## config.mk

```make
export PLATFORM = sky130hd
export DESIGN_NAME = tdm_link
export DESIGN_NICKNAME = d
export VERILOG_FILES = /design/src/rtl/tdm_link_pkg.sv /design/src/rtl/tdm_tx_soft.sv /design/src/rtl/tdm_tx_hard.sv /design/src/rtl/tdm_clk_en_div.sv /design/src/rtl/tdm_rx_asm.sv /design/src/rtl/tdm_link.sv
export SDC_FILE = /design/constraint.sdc
export NUM_CORES = 1
export LEC_CHECK = 0
export ABC_AREA = 1
export BUFFER_PORTS_ARGS = -buffer_cell sky130_fd_sc_hd__buf_2
export CORE_MARGIN = 2
export CORE_UTILIZATION = 30
export CTS_BUF_LIST = sky130_fd_sc_hd__clkbuf_2 sky130_fd_sc_hd__clkbuf_4 sky130_fd_sc_hd__clkbuf_8
export DETAILED_ROUTE_END_ITERATION = 12
export PLACE_DENSITY = 0.51
export SLEW_MARGIN = 20
export SYNTH_ARGS = -nofsm -noshare
export SYNTH_HDL_FRONTEND = slang
export SYNTH_HIERARCHICAL = 1
export SYNTH_SLANG_ARGS = --single-unit
```

## constraint.sdc

```tcl
create_clock -name clk -period 2.85 [get_ports clk]
set_input_delay 0.285 -clock clk [delete_from_list [all_inputs] [get_ports clk]]
set_output_delay 0.285 -clock clk [all_outputs]
set_load 0.02 [all_outputs]
```

## src/rtl/tdm_link_pkg.sv

```systemverilog
package tdm_link_pkg;
  // width of a counter that has to hold the values 0 .. n-1
  function automatic int cnt_w(input int n);
    return (n > 1) ? $clog2(n) : 1;
  endfunction
endpackage

```

## src/rtl/tdm_tx_soft.sv

```systemverilog
module tdm_tx_soft #(
  parameter int W    = 8,
  parameter int HARD = 2,
  parameter int SOFT = 4
) (
  input  logic                     clk,
  input  logic                     rst,
  input  logic [SOFT*HARD*W-1:0]   word_i,
  output logic                     load_o,
  output logic [tdm_link_pkg::cnt_w(HARD)-1:0] hard_ph_o,
  output logic [HARD*W-1:0]        slot_o,
  output logic                     first_o
);
  localparam int SW  = HARD * W;
  localparam int NW  = SOFT * SW;
  localparam int HCW = tdm_link_pkg::cnt_w(HARD);
  localparam int SCW = tdm_link_pkg::cnt_w(SOFT);

  logic [HCW-1:0] hard_ph;
  logic [SCW-1:0] soft_ph;
  logic [SCW-1:0] soft_nxt;
  logic [NW-1:0]  hold;
  logic           sys_last;
  logic           frame_last;

  assign sys_last   = (hard_ph == HCW'(HARD - 1));
  assign frame_last = sys_last && (soft_ph == SCW'(SOFT - 1));
  assign soft_nxt   = (soft_ph == SCW'(SOFT - 1)) ? '0 : soft_ph + 1'b1;
  assign load_o     = frame_last;
  assign hard_ph_o  = hard_ph;

  always_ff @(posedge clk) begin
    if (rst) begin
      hard_ph <= '0;
      soft_ph <= '0;
      hold    <= '0;
      slot_o  <= '0;
      first_o <= 1'b0;
    end else begin
      hard_ph <= sys_last ? '0 : hard_ph + 1'b1;
      if (sys_last) begin
        soft_ph <= soft_nxt;
        first_o <= frame_last;
        // the load edge feeds soft slot 0 straight from the input word
        if (frame_last) slot_o <= word_i[SW-1:0];
        else            slot_o <= hold[soft_nxt*SW +: SW];
      end
      if (frame_last) hold <= word_i;
    end
  end
endmodule

```

## src/rtl/tdm_tx_hard.sv

```systemverilog
module tdm_tx_hard #(
  parameter int W    = 8,
  parameter int HARD = 2
) (
  input  logic                                  clk,
  input  logic                                  rst,
  input  logic [HARD*W-1:0]                     slot_i,
  input  logic                                  first_i,
  input  logic [tdm_link_pkg::cnt_w(HARD)-1:0]  hard_ph_i,
  output logic [W-1:0]                          lane_o,
  output logic                                  mark_o
);
  localparam int HCW = tdm_link_pkg::cnt_w(HARD);

  always_ff @(posedge clk) begin
    if (rst) begin
      lane_o <= '0;
      mark_o <= 1'b0;
    end else begin
      lane_o <= slot_i[hard_ph_i*W +: W];
      mark_o <= first_i && (hard_ph_i == HCW'(0));
    end
  end
endmodule

```

## src/rtl/tdm_clk_en_div.sv

```systemverilog
module tdm_clk_en_div #(
  parameter int DIV = 2
) (
  input  logic clk,
  input  logic rst,
  input  logic sync_i,
  output logic en_o
);
  localparam int DW = tdm_link_pkg::cnt_w(DIV);

  logic [DW-1:0] ph;
  logic [DW-1:0] cur;
  logic          locked;
  logic          at_end;

  assign cur    = sync_i ? '0 : ph;
  assign at_end = (cur == DW'(DIV - 1));

  always_ff @(posedge clk) begin
    if (rst) begin
      ph     <= '0;
      locked <= 1'b0;
      en_o   <= 1'b0;
    end else if (sync_i || locked) begin
      locked <= 1'b1;
      en_o   <= at_end;
      ph     <= at_end ? '0 : cur + 1'b1;
    end else begin
      en_o   <= 1'b0;
    end
  end
endmodule

```

## src/rtl/tdm_rx_asm.sv

```systemverilog
module tdm_rx_asm #(
  parameter int W = 8,
  parameter int N = 8
) (
  input  logic           clk,
  input  logic           rst,
  input  logic [W-1:0]   data_i,
  input  logic           mark_i,
  output logic [N*W-1:0] word_o,
  output logic           valid_o
);
  localparam int RCW = tdm_link_pkg::cnt_w(N);

  logic [RCW-1:0] rcnt;
  logic [RCW-1:0] cur;
  logic           locked;
  logic           active;
  logic           last;
  logic [N*W-1:0] asmb;
  logic [N*W-1:0] full;

  assign cur    = mark_i ? '0 : rcnt;
  assign active = mark_i || locked;
  assign last   = (cur == RCW'(N - 1));

  always_comb begin
    full = asmb;
    full[(N-1)*W +: W] = data_i;
  end

  always_ff @(posedge clk) begin
    if (rst) begin
      rcnt    <= '0;
      locked  <= 1'b0;
      asmb    <= '0;
      word_o  <= '0;
      valid_o <= 1'b0;
    end else begin
      valid_o <= 1'b0;
      if (active) begin
        locked           <= 1'b1;
        rcnt             <= last ? '0 : cur + 1'b1;
        asmb[cur*W +: W] <= data_i;
        if (last) begin
          word_o  <= full;
          valid_o <= 1'b1;
        end
      end
    end
  end
endmodule

```

## src/rtl/tdm_link.sv

```systemverilog
module tdm_link #(
  parameter int W       = 8,
  parameter int HARD    = 2,
  parameter int SOFT    = 4,
  parameter bit FAST_RX = 1'b0
) (
  input  logic                    clk,
  input  logic                    rst,
  input  logic [SOFT*HARD*W-1:0]  tx_word,
  output logic                    tx_load,
  output logic [W-1:0]            link_data,
  output logic                    link_mark,
  output logic [SOFT*HARD*W-1:0]  rx_word,
  output logic                    rx_valid,
  output logic                    rx_sys_en
);
  localparam int N   = SOFT * HARD;
  localparam int HCW = tdm_link_pkg::cnt_w(HARD);

  logic [HARD*W-1:0] soft_slot;
  logic              soft_first;
  logic [HCW-1:0]    hard_ph;
  logic [W-1:0]      in_data;
  logic              in_mark;

  tdm_tx_soft #(.W(W), .HARD(HARD), .SOFT(SOFT)) u_soft (
    .clk(clk), .rst(rst), .word_i(tx_word), .load_o(tx_load),
    .hard_ph_o(hard_ph), .slot_o(soft_slot), .first_o(soft_first)
  );

  tdm_tx_hard #(.W(W), .HARD(HARD)) u_hard (
    .clk(clk), .rst(rst), .slot_i(soft_slot), .first_i(soft_first),
    .hard_ph_i(hard_ph), .lane_o(link_data), .mark_o(link_mark)
  );

  if (FAST_RX) begin : g_rx_direct
    assign in_data = link_data;
    assign in_mark = link_mark;
  end else begin : g_rx_staged
    logic [W-1:0] data_q;
    logic         mark_q;
    always_ff @(posedge clk) begin
      if (rst) begin
        data_q <= '0;
        mark_q <= 1'b0;
      end else begin
        data_q <= link_data;
        mark_q <= link_mark;
      end
    end
    assign in_data = data_q;
    assign in_mark = mark_q;
  end

  tdm_clk_en_div #(.DIV(HARD)) u_div (
    .clk(clk), .rst(rst), .sync_i(in_mark), .en_o(rx_sys_en)
  );

  tdm_rx_asm #(.W(W), .N(N)) u_asm (
    .clk(clk), .rst(rst), .data_i(in_data), .mark_i(in_mark),
    .word_o(rx_word), .valid_o(rx_valid)
  );
endmodule

```

==> summary.md <==
| Metric | Value |
|---|---|
| Run status | finished, final reports clean |
| Synth top area share | 49.6% |
| Startpoint types | register |
| Synth area leader | dfxtp_1 |
| R2r worst-path depth | 7 |
| CP Class | reg -> out |
| Final Instance Count excl. Fillers | 1794 |
| Power Internal | 5.26 mW |
| Inst Count DP | 1707 |
| Die Area | 32300 µm² |
| Initial Util | 30.4% |
| LEAKAGE | 4.49 nW |
| Critical Path Max Stage Delay | 0.51 ns |
| Register share of total power | 47.6% |
| DR vias/cell | 4.49 |
| Worst-Margin Slew | 0.949 ns |
| Combinational fraction of design power | 6.8% |
| Fin crit share | 85.6% |
| EDFF count, synth | 0 |
| Gr usage total | 14.6% |
| WL/cell | 13.5 µm |
| Antenna Nets Post-Route | 0 |
| Fmax | 0.410 GHz |
| Area after DPL | 10100 µm² |
| Fillcell total | 3280 |
| Worst r2r src | g_rx_staged.mark_q$_SDFF_PP0_ |
| Clk pwr share | 45.6% |
| Port-buffer cells | 141 |
| Post-Synthesis Cells | 1232 |
| NumNets Final | 1437 |
| Deepest clock path buffer count | 3 |
| Sw frac | 24.4% |
| Slew Limit Fails | 0 |
| Worst hold slack | 0.0273 ns |
| Final Hold Vio Count | 0 |
| CP required | 2.57 ns |
| Most frequent cell after synthesis | nand2_1 |
| Layout area overhead | 19.6% |
| Post-CTS Setup Bufs | 0 |
| CP cell instances | ha_1 > nand2_8 > clkinv_4 > buf_2 |
| CORE AREA | 30500 µm² |
| Yosys reg bits | 230 |
| Yosys cell types | 34 |
| Buf/Inv on CP | 2 |
| Worst Hold Launch | tx_word[45] |
| CTS clk-pin slew, worst paths | 0.06 ns |
| Die width | 180 µm |
| Sequential cell area fraction in the yosys report | 49.6% |
| Clk_lat worst skew | 0.54 ns |
| Switching power | 1.70 mW |
| Share of cells above drive strength 1 | 19.7% |
| R2R Path End | u_asm/asmb[9]$_SDFFE_PP0P_ |
| HPWL after DPL | 16400 µm |
| Global-route wire length before repair | 39200 µm |
| Clock sinks | 230 |
| Root Driver | clkbuf_8 |
| Global route total overflow | 0 |
| Worst path top cell family by delay | buffers and inverters |
| Routed WL | 24200 µm |
| Crit. End Element | primary output |
| I/O Pins | 142 |
| Setup TNS | 0 ns |
| Netlist Area Pre-Place | 9280 µm² |
| P per Cell Area | 627 nW/µm² |
| RSZ-0062 raised after global routing | no |
| Post-synth top cells | 314 x nand2_1, 230 x dfxtp_1, 162 x nor2_1 |
| # setup viols final | 0 |
| Crit-path max FO | 36 |
| Via count | 8063 |
| Reg2reg setup slack | 0.43 ns |
| CTS H-tree depth | 2 |
| Synth area leaders | dfxtp_1 50%, nand2_1 13%, a21oi_1 8.3% |
| Slew HR | 36.7% |
| Rows | 64 |
| Syn avg cell area | 7.53 µm² |
| Most used DFF post-synth | dfxtp_1 |
| Yosys Warn Count | 6 |
| Maxcap violations | 0 |
| TritonCTS buffer count | 40 |
| DRC viols | 0 |
| Share of flip-flops with an asynchronous set or reset | 0% |
| WHS Endpoint | u_soft/hold[45]$_SDFFE_PP0P_ |
| Die Y | 180 µm |
| Routability cong. | 0.837 |
| HP Class | in -> reg |
| WP data arrival | 2.15 ns |
| Maximum VDD drop | 0.000272 V |
| Synth Net Count | 1302 |
| Drt pass-1 iters | 4 |
| Design Area, Final | 11100 µm² |
| Final Core Density | 36.4% |
| Slowest CP cell | ha_1 |
| Antenna violations before repair | 0 |
| # diodes | 0 |
| Cell depth of the worst hold path | 3 |
| Via count of the first global-routing pass | 7567 |
| 1st-iter DRT viols | 413 |
| Largest net degree at the start of global routing | 89 |
| Clock skew | 0.0294 ns |
| TritonCTS clock tree | yes |
| Fin crit period | 2.44 ns |
| WP depth | 4 |
state kept, by name, summed over array words and instances, names as in the netlist, 2 cells and up:
name / count
u_soft/slot_o: 16
u_soft/hold: 64
u_asm/rcnt: 3
u_asm/word_o: 64
u_asm/asmb: 56
u_soft/soft_ph: 2
g_rx_staged.data_q: 8
u_hard/lane_o: 8
cell usage in the layout, fill, tap and decap left out, drive strengths merged:
master	n
nand2	325
dfxtp	230
nor2	172
a21oi	156
buf	156
o21ai	110
inv	93
clkbuf	66
nand3	32
dlygate4sd3	14
nand4	14
clkinv	9
nor3	6
o211ai	5
ha	4
a211oi	2
o21bai	2
clkinvlp	1
nor4	1
worst register-to-register path: cells and delay by family (launching register included):
kind / cells / cell delay [ns]
AOI/OAI and AO/OA: 2 / 0.30
DFF: 1 / 0.36
and+or+nand+nor: 3 / 0.87
buffers and inverters: 1 / 0.12
adders and majority gates: 1 / 0.71
per-stage QoR:
step / total power [mW] / worst slack [ns]
after global routing: 7.27 / 0.168
after global placement: 3.84 / 0.545
after CTS: 7.06 / 0.353
after detailed placement: 3.84 / 0.442
final: 6.95 / 0.412
after floorplan: 3.70 / 0.519
metal layers:
metal / wire, µm / vias to the layer above / GRT usage [%]
met1: 11500 / 3588 / 19.6
li1: - / 4217 / -
met2: 10600 / 210 / 23.2
met4: 735 / 0 / 5.43
met5: 0 / - / 0
met3: 1380 / 48 / 2.94
repair_timing:
action | 4_1_cts | 5_1_grt
gates resized for setup | 0 | 0
hold buffers | 14 | 0
endpoints found under the hold margin | 14 | 0
setup endpoints to repair | 0 | 0
how the worst max path moves through the flow:
| stage | slack [ns] | endpoint | startpoint |
|---|---|---|---|
| finish | 0.41 | tx_load | u_soft/soft_ph[0]$_SDFFE_PP0P_ |
| global route | 0.17 | u_asm/asmb[9]$_SDFFE_PP0P_ | g_rx_staged.mark_q$_SDFF_PP0_ |
| CTS | 0.35 | tx_load | u_soft/soft_ph[0]$_SDFFE_PP0P_ |
| detailed placement | 0.44 | u_asm/asmb[9]$_SDFFE_PP0P_ | g_rx_staged.mark_q$_SDFF_PP0_ |
| global placement | 0.54 | u_asm/asmb[11]$_SDFFE_PP0P_ | g_rx_staged.mark_q$_SDFF_PP0_ |
| floorplan | 0.52 | u_asm/asmb[0]$_SDFFE_PP0P_ | g_rx_staged.mark_q$_SDFF_PP0_ |
logic make-up (layout without fill, tap and decap cells):
logic type | after synthesis | in the layout | share of synthesized area (%)
adder cells (fa/ha/maj) | 4 | 4 | 0.539
AND/OR/NAND/NOR | 550 | 550 | 24.7
flip-flops | 230 | 230 | 49.6
buffers and inverters | 173 | 339 | 9.64
AO/OA/AOI/OAI | 275 | 275 | 15.5
power by group through the flow:
stage,Combinational [mW],Clock (mW),Sequential [mW]
2_1_floorplan,0.330,0,3.37
3_3_place_gp,0.458,0,3.38
3_5_place_dp,0.460,0,3.38
4_1_cts,0.476,3.27,3.31
5_1_grt,0.534,3.43,3.31
6_report,0.473,3.17,3.31
area by class of cell:
| class | instances | area, µm² | area share [%] |
|---|---|---|---|
| clock buffer | 66 | 821 | 7.40 |
| sequential | 230 | 4600 | 41.5 |
| multi-input combinational | 829 | 3780 | 34.1 |
| timing repair buffer | 170 | 973 | 8.78 |
| inverter | 96 | 370 | 3.34 |
| tap | 396 | 495 | 4.47 |
| clock inverter | 7 | 47.5 | 0.429 |
(Power assumes the default switching activity.)
